==> config.mk <==
export PLATFORM = sky130hd
export DESIGN_NAME = rfis_screen
export DESIGN_NICKNAME = d
export VERILOG_FILES = /design/src/rtl/rfis_pkg.sv /design/src/rtl/rfis_datapath.sv /design/src/rtl/rfis_control.sv /design/src/rtl/rfis_screen.sv
export SDC_FILE = /design/constraint.sdc
export NUM_CORES = 2
export LEC_CHECK = 0
export ABC_AREA = 1
export BUFFER_PORTS_ARGS = -buffer_cell sky130_fd_sc_hd__buf_2
export CAP_MARGIN = 30
export CORE_UTILIZATION = 67
export DETAILED_ROUTE_END_ITERATION = 8
export MAX_ROUTING_LAYER = met4
export PLACE_DENSITY = 0.85
export SLEW_MARGIN = 25
export SYNTH_ARGS = -nofsm -noshare
export SYNTH_HDL_FRONTEND = slang
export SYNTH_SLANG_ARGS = --single-unit
export TNS_END_PERCENT = 5
==> constraint.sdc <==
create_clock -name clk -period 7.8 [get_ports clk]
set_clock_uncertainty 0.15 [all_clocks]
set_input_delay 1.17 -clock clk [delete_from_list [all_inputs] [get_ports clk]]
set_output_delay 1.17 -clock clk [all_outputs]
set_load 0.02 [all_outputs]
==> src/rtl/rfis_pkg.sv <==
package rfis_pkg;

  localparam logic [7:0] TYPE_REG_D2H = 8'h34;
  localparam logic [7:0] TYPE_PIO_SET = 8'h5F;
  localparam logic [7:0] TYPE_DEV_BIT = 8'hA1;
  localparam logic [7:0] TYPE_DMA_SET = 8'h41;
  localparam logic [7:0] TYPE_BIST    = 8'h58;
  localparam logic [7:0] TYPE_DATA    = 8'h46;

  typedef enum logic [2:0] {
    V_COMMIT,
    V_QUIET,
    V_PMP,
    V_FATAL,
    V_CRC,
    V_LEN,
    V_DATA_OK
  } verdict_t;

  // strobes from control to datapath
  typedef struct packed {
    logic startFrame;
    logic storeBeat;
    logic commitNow;
  } dpCtl_t;

  // fixed dword length of a known type, 0 when the type has none
  function automatic logic [7:0] fixedLen(input logic [7:0] fisType);
    case (fisType)
      TYPE_REG_D2H: fixedLen = 8'd5;
      TYPE_PIO_SET: fixedLen = 8'd5;
      TYPE_DEV_BIT: fixedLen = 8'd2;
      TYPE_DMA_SET: fixedLen = 8'd7;
      TYPE_BIST:    fixedLen = 8'd3;
      default:      fixedLen = 8'd0;
    endcase
  endfunction

  function automatic logic carriesStatus(input logic [7:0] fisType);
    carriesStatus = (fisType == TYPE_REG_D2H) || (fisType == TYPE_PIO_SET);
  endfunction

endpackage

==> src/rtl/rfis_datapath.sv <==
module rfis_datapath
  import rfis_pkg::*;
#(
  parameter int DATA_W = 32,
  parameter int MAX_DW = 16,
  parameter int LEN_W  = 5,
  parameter int IDX_W  = 4
) (
  input  logic              clk,
  input  logic              rstN,
  input  dpCtl_t            ctl,
  input  logic [DATA_W-1:0] inData,
  input  logic [IDX_W-1:0]  rdIdx,
  output logic [LEN_W-1:0]  beatCnt,
  output logic [DATA_W-1:0] hdrReg,
  output logic [DATA_W-1:0] rdData
);

  localparam int unsigned SAT = MAX_DW + 1;

  logic [LEN_W-1:0]  wrPos;
  logic              wrInRange;
  logic [DATA_W-1:0] heldArr [MAX_DW];

  assign wrPos     = ctl.startFrame ? '0 : beatCnt;
  assign wrInRange = int'(wrPos) < MAX_DW;

  // beat counter saturates one past the store depth
  always_ff @(posedge clk) begin
    if (!rstN) begin
      beatCnt <= '0;
      hdrReg  <= '0;
    end else if (ctl.storeBeat) begin
      if (ctl.startFrame) begin
        beatCnt <= LEN_W'(1);
        hdrReg  <= inData;
      end else if (int'(beatCnt) < int'(SAT)) begin
        beatCnt <= beatCnt + LEN_W'(1);
      end
    end
  end

  for (genvar g = 0; g < MAX_DW; g++) begin : gEntry
    logic [DATA_W-1:0] stageQ;
    logic [DATA_W-1:0] heldQ;
    logic              hitNow;

    assign hitNow = ctl.storeBeat && wrInRange && (int'(wrPos) == g);

    always_ff @(posedge clk) begin
      if (!rstN) begin
        stageQ <= '0;
        heldQ  <= '0;
      end else begin
        if (hitNow) stageQ <= inData;
        if (ctl.commitNow) heldQ <= hitNow ? inData : stageQ;
      end
    end

    assign heldArr[g] = heldQ;
  end

  assign rdData = heldArr[rdIdx];

endmodule

==> src/rtl/rfis_control.sv <==
module rfis_control
  import rfis_pkg::*;
#(
  parameter int DATA_W = 32,
  parameter int MAX_DW = 16,
  parameter int PMP_W  = 4,
  parameter int LEN_W  = 5
) (
  input  logic                 clk,
  input  logic                 rstN,
  input  logic                 inValid,
  input  logic                 inSof,
  input  logic                 inEof,
  input  logic [DATA_W-1:0]    inData,
  input  logic                 crcOk,
  input  logic                 fbsEnable,
  input  logic [PMP_W-1:0]     expectPmp,
  input  logic [2**PMP_W-1:0]  activePmpMask,
  input  logic [2**PMP_W-1:0]  slotActiveMask,
  input  logic                 shadowBsy,
  input  logic                 shadowDrq,
  input  logic [LEN_W-1:0]     beatCnt,
  input  logic [DATA_W-1:0]    hdrReg,
  output dpCtl_t               ctl,
  output logic                 respValid,
  output logic                 respErr,
  output logic                 commitValid,
  output logic [7:0]           commitType,
  output logic [LEN_W-1:0]     commitLen,
  output logic                 crcErrStb,
  output logic                 protoErrStb,
  output logic                 pmpErrStb,
  output logic                 fatalErrStb
);

  localparam int unsigned SAT = MAX_DW + 1;

  logic             inFrame;
  logic             beatTake;
  logic             isEnd;
  logic [DATA_W-1:0] effHdr;
  logic [LEN_W-1:0] effLen;
  logic [7:0]       fisType;
  logic [PMP_W-1:0] pmpField;
  logic [7:0]       needLen;
  logic             isData;
  logic             lenBad;
  logic             pmpBad;
  logic             slotDead;
  logic             statusIdle;
  verdict_t         verdict;

  assign beatTake = inValid && (inSof || inFrame);
  assign isEnd    = beatTake && inEof;

  always_ff @(posedge clk) begin
    if (!rstN)         inFrame <= 1'b0;
    else if (beatTake) inFrame <= !inEof;
  end

  // frame facts as seen with the end beat folded in
  always_comb begin
    effHdr = inSof ? inData : hdrReg;
    if (inSof)                            effLen = LEN_W'(1);
    else if (int'(beatCnt) >= int'(SAT))  effLen = beatCnt;
    else                                  effLen = beatCnt + LEN_W'(1);
  end

  assign fisType  = effHdr[7:0];
  assign pmpField = effHdr[8 +: PMP_W];
  assign needLen  = fixedLen(fisType);
  assign isData   = (fisType == TYPE_DATA);

  always_comb begin
    if (isData)              lenBad = 1'b0;
    else if (needLen != '0)  lenBad = int'(effLen) != int'(needLen);
    else                     lenBad = int'(effLen) > MAX_DW;
  end

  assign pmpBad     = fbsEnable ? !activePmpMask[pmpField] : (pmpField != expectPmp);
  assign slotDead   = !slotActiveMask[pmpField];
  assign statusIdle = carriesStatus(fisType) && !shadowBsy && !shadowDrq;

  // ranked checks: crc, length, port, slot, idle status
  always_comb begin
    if (!crcOk)               verdict = V_CRC;
    else if (isData)          verdict = V_DATA_OK;
    else if (lenBad)          verdict = V_LEN;
    else if (pmpBad)          verdict = V_PMP;
    else if (slotDead)        verdict = (fisType == TYPE_DMA_SET) ? V_FATAL : V_QUIET;
    else if (statusIdle)      verdict = V_QUIET;
    else                      verdict = V_COMMIT;
  end

  assign ctl.startFrame = inValid && inSof;
  assign ctl.storeBeat  = beatTake;
  assign ctl.commitNow  = isEnd && (verdict == V_COMMIT);

  always_ff @(posedge clk) begin
    if (!rstN) begin
      respValid   <= 1'b0;
      respErr     <= 1'b0;
      commitValid <= 1'b0;
      commitType  <= '0;
      commitLen   <= '0;
      crcErrStb   <= 1'b0;
      protoErrStb <= 1'b0;
      pmpErrStb   <= 1'b0;
      fatalErrStb <= 1'b0;
    end else begin
      respValid   <= isEnd;
      respErr     <= isEnd && (verdict == V_CRC || verdict == V_LEN);
      commitValid <= isEnd && (verdict == V_COMMIT);
      crcErrStb   <= isEnd && (verdict == V_CRC);
      protoErrStb <= isEnd && (verdict == V_LEN);
      pmpErrStb   <= isEnd && (verdict == V_PMP);
      fatalErrStb <= isEnd && (verdict == V_FATAL);
      if (isEnd && verdict == V_COMMIT) begin
        commitType <= fisType;
        commitLen  <= effLen;
      end
    end
  end

endmodule

==> src/rtl/rfis_screen.sv <==
module rfis_screen
  import rfis_pkg::*;
#(
  parameter int DATA_W = 32,
  parameter int MAX_DW = 16,
  parameter int PMP_W  = 4,
  localparam int NPORT = 2 ** PMP_W,
  localparam int LEN_W = $clog2(MAX_DW + 2),
  localparam int IDX_W = $clog2(MAX_DW)
) (
  input  logic              clk,
  input  logic              rstN,
  input  logic              inValid,
  input  logic              inSof,
  input  logic              inEof,
  input  logic [DATA_W-1:0] inData,
  input  logic              crcOk,
  input  logic              fbsEnable,
  input  logic [PMP_W-1:0]  expectPmp,
  input  logic [NPORT-1:0]  activePmpMask,
  input  logic [NPORT-1:0]  slotActiveMask,
  input  logic              shadowBsy,
  input  logic              shadowDrq,
  input  logic [IDX_W-1:0]  rdIdx,
  output logic [DATA_W-1:0] rdData,
  output logic              respValid,
  output logic              respErr,
  output logic              commitValid,
  output logic [7:0]        commitType,
  output logic [LEN_W-1:0]  commitLen,
  output logic              crcErrStb,
  output logic              protoErrStb,
  output logic              pmpErrStb,
  output logic              fatalErrStb
);

  dpCtl_t            ctl;
  logic [LEN_W-1:0]  beatCnt;
  logic [DATA_W-1:0] hdrReg;

  rfis_control #(
    .DATA_W(DATA_W), .MAX_DW(MAX_DW), .PMP_W(PMP_W), .LEN_W(LEN_W)
  ) u_control (
    .clk(clk), .rstN(rstN),
    .inValid(inValid), .inSof(inSof), .inEof(inEof), .inData(inData),
    .crcOk(crcOk), .fbsEnable(fbsEnable), .expectPmp(expectPmp),
    .activePmpMask(activePmpMask), .slotActiveMask(slotActiveMask),
    .shadowBsy(shadowBsy), .shadowDrq(shadowDrq),
    .beatCnt(beatCnt), .hdrReg(hdrReg), .ctl(ctl),
    .respValid(respValid), .respErr(respErr),
    .commitValid(commitValid), .commitType(commitType), .commitLen(commitLen),
    .crcErrStb(crcErrStb), .protoErrStb(protoErrStb),
    .pmpErrStb(pmpErrStb), .fatalErrStb(fatalErrStb)
  );

  rfis_datapath #(
    .DATA_W(DATA_W), .MAX_DW(MAX_DW), .LEN_W(LEN_W), .IDX_W(IDX_W)
  ) u_datapath (
    .clk(clk), .rstN(rstN), .ctl(ctl), .inData(inData), .rdIdx(rdIdx),
    .beatCnt(beatCnt), .hdrReg(hdrReg), .rdData(rdData)
  );

endmodule

=== After elaboration in Yosys (flattened, before gate mapping) ===
Index checks and enable logic that the tools add are counted.
Widths: inputs -> output; s select.

* Add/subtract/negate cells: 1
* $lt $le $gt $ge: 6
* Eq/ne operators: 27
* Muxes and demuxes: 40
* Bitwise operators: 1
* Reductions and logical operators: 42

{| class="wikitable"
|+ Operators by type and width
! cell !! count
|-
| $mux 32 || 18
|-
| $bmux 32 s4 || 1
|-
| $eq 5x5->1 const B || 8
|-
| $eq 8x7->1 const B || 4
|-
| $logic_and 1x1->1 || 28
|-
| $mux 5 || 5
|-
| $eq 5x4->1 const B || 4
|-
| $mux 3 || 5
|-
| $mux 12 || 1
|-
| $pmux 3 s4 || 1
|-
| $eq 5x3->1 const B || 2
|-
| $ge 5x5->1 const B || 2
|-
| $lt 5x5->1 const B || 2
|-
| $bmux 1 s4 || 2
|-
| $eq 8x6->1 const B || 1
|-
| $eq 8x8->1 const B || 1
|-
| $reduce_bool 8->1 || 1
|-
| $eq 3x2->1 const B || 2
|-
| $eq 3x3->1 const B || 2
|-
| $mux 1 || 6
|-
| $add 5x1->5 const B || 1
|-
| $eq 5x2->1 const B || 1
|-
| $gt 5x5->1 const B || 1
|-
| $logic_not 5->1 || 1
|-
| 11 further kinds || 17
|}

* Register bits after elaboration: 1062
* Input port bits: 81
* Output and inout port bits: 52
* Word-level logic and storage cells: 161

=== Logic depth before layout (Yosys ltp) ===
* Depth after elaboration: 14
* Depth in mapped cells: 23
* Mapped depth without buffers: 19

=== Hierarchy ===
From an unflattened synthesis, not the netlist that was laid out.

* Cells, all modules: 6978
* Area, all modules: 47977.3 sq um

{| class="wikitable"
|+ Modules (own cells, without submodules)
! module !! times used !! cells each !! area each (sq um) !! sequential area each (sq um)
|-
| rfis_datapath || 1 || 6628 || 45991.6 || 21240.4
|-
| rfis_control || 1 || 350 || 1985.7 || 420.4
|}

=== Worst setup path after synthesis ===
OpenSTA, ideal clock, no wires.

* Kind: input-to-output
* Start: input port rdIdx[0]
* End: output port rdData[10]
* Arrival time: 2684 ps
* Required time: 6480 ps
* Setup slack: 3796 ps
* Cell stages on the path: 7
* Path buffers: 3
* Cells stage by stage: clkbuf_1 clkbuf_1 clkbuf_1 mux2i_1 o21ai_0 o211ai_1 nand2_1

* Cells in the longest elaborated chain, start to end: 4

{| class="wikitable"
|+ RTL lines
! item !! line !! source
|-
| start, declared || rfis_screen.sv:24 || <nowiki>input logic [IDX_W-1:0] rdIdx,</nowiki>
|-
| $not 4->5 (not written as such) || rfis_datapath.sv:63 || <nowiki>assign rdData = heldArr[rdIdx];</nowiki>
|-
| $bmux 32 s4 || rfis_datapath.sv:63 ||
|-
| $mux 32 (not written as such) (2 in a row) || rfis_datapath.sv:63 ||
|-
| end, declared || rfis_screen.sv:25 || <nowiki>output logic [DATA_W-1:0] rdData,</nowiki>
|}

Every way passes these cells. The select of a mux whose other input is x is not followed.

=== Final worst setup path ===
* Start: input port rdIdx[2]
* End: output port rdData[10]

Same word-level chain as after synthesis.

==> metrics.log <==
INFO  metric run_status = finished, final reports clean
INFO  metric grt_pass1_vias = 38300
INFO  metric synth-seq-area-share = 0.444
INFO  metric maxCapViolCount = 0
INFO  metric detail_route.first_pass.iterations = 6
INFO  metric proportion_of_total_power_due_to_net_switching = 0.256
INFO  metric groute.usage.overall = 0.366
INFO  metric cts-resized-gates = 0
INFO  metric chipWidth = 269 um
INFO  metric cts.htree.levels = 3
INFO  metric timing.final.hold_violations = 0
INFO  metric seqPwrFrac = 0.462
INFO  metric vias_per_cell = 6.07
INFO  metric synth-seq-cells = 1062
INFO  metric detailedRoute.firstIterationViolations = 5075
INFO  metric gp_congestion = 0.860
INFO  metric min-delay-path-class = register to register
INFO  metric clock_power_share = 0.431
INFO  metric post-route-period-util = 0.633
INFO  metric cts.root.buffer_cell = clkbuf_16
INFO  metric clk-insertion-delay-late = 0.67 ns
INFO  metric grt_remaining_overflow = 0
INFO  metric ir_worst_vdd = 0.202 mV
INFO  metric synth_cell_type_count = 36
INFO  metric numPortBuffers = 132
INFO  metric cts-root-to-sink-buffers = 3
INFO  metric maximum_frequency_from_static_timing_analysis = 0.202 GHz
INFO  metric cts_hold_buffers = 0
INFO  metric power.total = 12.2 mW
INFO  metric number_of_cts_inserted_buffers = 104
INFO  metric synth_cells = 6160
INFO  metric synth_top_area_share = 0.444
INFO  metric dr_total_vias = 42200
INFO  metric area_growth = 7.07%
INFO  metric number_of_top_level_pins = 133
INFO  metric path_class = input pin to output pin
INFO  metric cp_endpoint_kind = output pin
INFO  metric crit_path_max_fanout = 46
INFO  metric drc = 0
INFO  metric netlist.top_cell.by_area = dfxtp_1
INFO  metric setup.worst_path.start_class = input pin
INFO  metric slew_worst_pin = 1.09 ns
INFO  metric reg2reg_slack = 3.84 ns
INFO  metric std_cell_rows = 97
INFO  metric critical_path.reg2reg.endpoint = u_datapath.gEntry[2].heldQ[18]$_SDFFE_PN0P_
INFO  metric cts_tree = done
INFO  metric critical_path.endpoint = rdData[10]
INFO  metric critPathArrivalTime = 3.62 ns
INFO  metric yosys_warnings = 0
INFO  metric max-slew-margin-rel = 0.269
INFO  metric post_route_setup_tns = 0 ns
INFO  metric switchingPower = 3.12 mW
INFO  metric postSynthAreaPerCell = 7.78 um^2
INFO  metric crit_path_start = rdIdx[2]
INFO  metric coreArea = 70400 um^2
INFO  metric cell_internal_pwr = 9.05 mW
INFO  metric power.static_leakage = 19.5 nW
INFO  metric worst-r2r-cell-count = 21
INFO  metric route.detailed.wl_per_inst = 19.3 um
INFO  metric antenna_found_initial = 25
INFO  metric powerDensity = 237 nW/um^2
INFO  metric timing.critical_path.required = 6.48 ns
INFO  metric routed_wl = 134000 um
INFO  metric grt_first_pass_wirelength = 209000 um
INFO  metric layout_min_cycle_time = 4.94 ns
INFO  metric starting_utilization_of_the_core_area = 0.681
INFO  metric share_of_layout_cells_above_drive_strength_1 = 0.129
INFO  metric synthesis.nets = 6243
INFO  metric final_antenna_net_count = 0
INFO  metric rr_startpoint = u_datapath.beatCnt[1]$_SDFFE_PN0P_
INFO  metric final_util = 0.729
INFO  metric floorplan.die_area = 72600 um^2
INFO  metric synthTopCellsByArea = dfxtp_1 (44%), nor2_1 (9.5%), mux2i_1 (7.4%), nand2_1 (6.7%), a21oi_2 (6.5%)
INFO  metric report.final.setup_viol = 0
INFO  metric design.final.nets = 6000
INFO  metric power.share.combinational = 0.107
INFO  metric number_of_max_slew_violations_in_the_final_report = 0
INFO  metric grt_setup_unrepaired = false
INFO  metric die_h = 269 um
INFO  metric synth_area = 47900 um^2
INFO  metric largest_net_degree_at_the_start_of_global_routing = 225
INFO  metric hpwl = 73200 um
INFO  metric clock_sink_count = 1062
INFO  metric post_cts_setup_buffers = 0
INFO  metric clkTransAtPathRegs = 0.06 ns
==> worst max-delay path: stages <==
cell	delay [ns]
buf_4	0.57
inv_2	0.35
buf_4	0.47
o211ai_1	0.25
o211ai_1	0.13
nand2_1	0.37
buf_2	0.25
==> power by group through the flow <==
stage                     Clock, mW  Sequential (mW)  Combinational [mW]
final                          5.24             5.63                1.30
after global placement            0             5.74                1.24
after CTS                      5.25             5.63                1.27
after global routing           5.49             5.64                1.41
after detailed placement          0             5.74                1.26
after floorplan                   0             5.73                1.01
==> routing by layer <==
metal | share of wire | GRT usage
met4 | 0.036 | 0.150
met3 | 0.094 | 0.0647
met5 | 0 | -
met2 | 0.46 | 0.566
met1 | 0.41 | 0.472
==> cell usage in the layout, fill, tap and decap left out, types with 9 or more instances in the layout <==
cell type,netlist,layout
nand3_1,579,578
clkinv_2,0,12
clkinv_1,21,22
nor2_1,1216,1205
o211ai_1,139,139
nor2_4,1,12
mux2i_1,352,352
o21ai_0,345,345
clkbuf_16,0,108
a21oi_2,358,358
dfxtp_1,1062,1062
clkbuf_1,273,30
bufinv_16,0,12
buf_12,39,27
a21oi_1,439,439
nand2_1,855,852
clkbuf_8,0,20
buf_4,39,49
inv_1,180,177
nand2_2,6,9
inv_2,12,12
diode_2,0,15
buf_2,130,128
==> sequential cells by signal, summed over array words and instances, names as in the netlist, 5 cells and up <==
register and cells:
u_control.commitLen 5, u_datapath.gEntry.heldQ 512, u_datapath.hdrReg 12, u_control.commitType 8
u_datapath.gEntry.stageQ 512, u_datapath.beatCnt 5
==> how the worst min path moves through the flow <==
stage,from,end,cells after the start
floorplan,u_datapath.hdrReg[11]$_SDFFE_PN0P_,u_datapath.hdrReg[11]$_SDFFE_PN0P_,2
global placement,u_datapath.hdrReg[11]$_SDFFE_PN0P_,u_datapath.hdrReg[11]$_SDFFE_PN0P_,2
detailed placement,u_datapath.hdrReg[11]$_SDFFE_PN0P_,u_datapath.hdrReg[11]$_SDFFE_PN0P_,2
CTS,u_datapath.hdrReg[11]$_SDFFE_PN0P_,u_datapath.hdrReg[11]$_SDFFE_PN0P_,2
global route,u_datapath.gEntry[12].heldQ[9]$_SDFFE_PN0P_,u_datapath.gEntry[12].heldQ[9]$_SDFFE_PN0P_,2
finish,u_datapath.hdrReg[3]$_SDFFE_PN0P_,u_datapath.hdrReg[3]$_SDFFE_PN0P_,2
==> cells by family (layout without fill, tap and decap cells) <==
kind of cell,Yosys count,after routing,synth area share
buffers and inverters,777,614,0.0852
AO/OA/AOI/OAI,1292,1292,0.171
flip-flops,1062,1062,0.444
adder cells (fa/ha/maj),2,2,0.000522
AND/OR/NAND/NOR,2669,2669,0.225
other,0,15,0
multiplexers,352,352,0.0735
XOR/XNOR,6,6,0.00110
==> synth_stat cells (all sizes together) <==
cell and n:
nor2 1220, dfxtp 1062, nand2 862, a21oi 797, nand3 580, o21ai 354
mux2i 352, clkbuf 295, buf 267, inv 194, o211ai 139, clkinv 21
nand4 4, xnor2 4, ha 2, nor3 2, o31ai 2, xor2 2
nor4 1
==> layout make-up <==
class	instances	area (um^2)
diodes	15	37.5
clock buffers	158	3090
inverters	215	822
well taps	940	1180
fillers	5167	19100
multi-input cells	4321	22700
flip-flops and latches	1062	21300
clock inverters	28	460
repair buffers	213	1760
==> per-stage QoR <==
step | setup slack (ns) | hold slack, ns | cells | area [um^2]
2_1_floorplan | 3.80 | 0.273 | 6160 | 47900
3_3_place_gp | 2.60 | 0.285 | 6742 | 47500
3_5_place_dp | 2.47 | 0.288 | 6748 | 47700
4_1_cts | 2.94 | 0.303 | 6934 | 51200
5_1_grt | 2.73 | 0.331 | 6949 | 51300
6_report | 2.86 | 0.318 | 6952 | 51300
(Power assumes the default switching activity.)
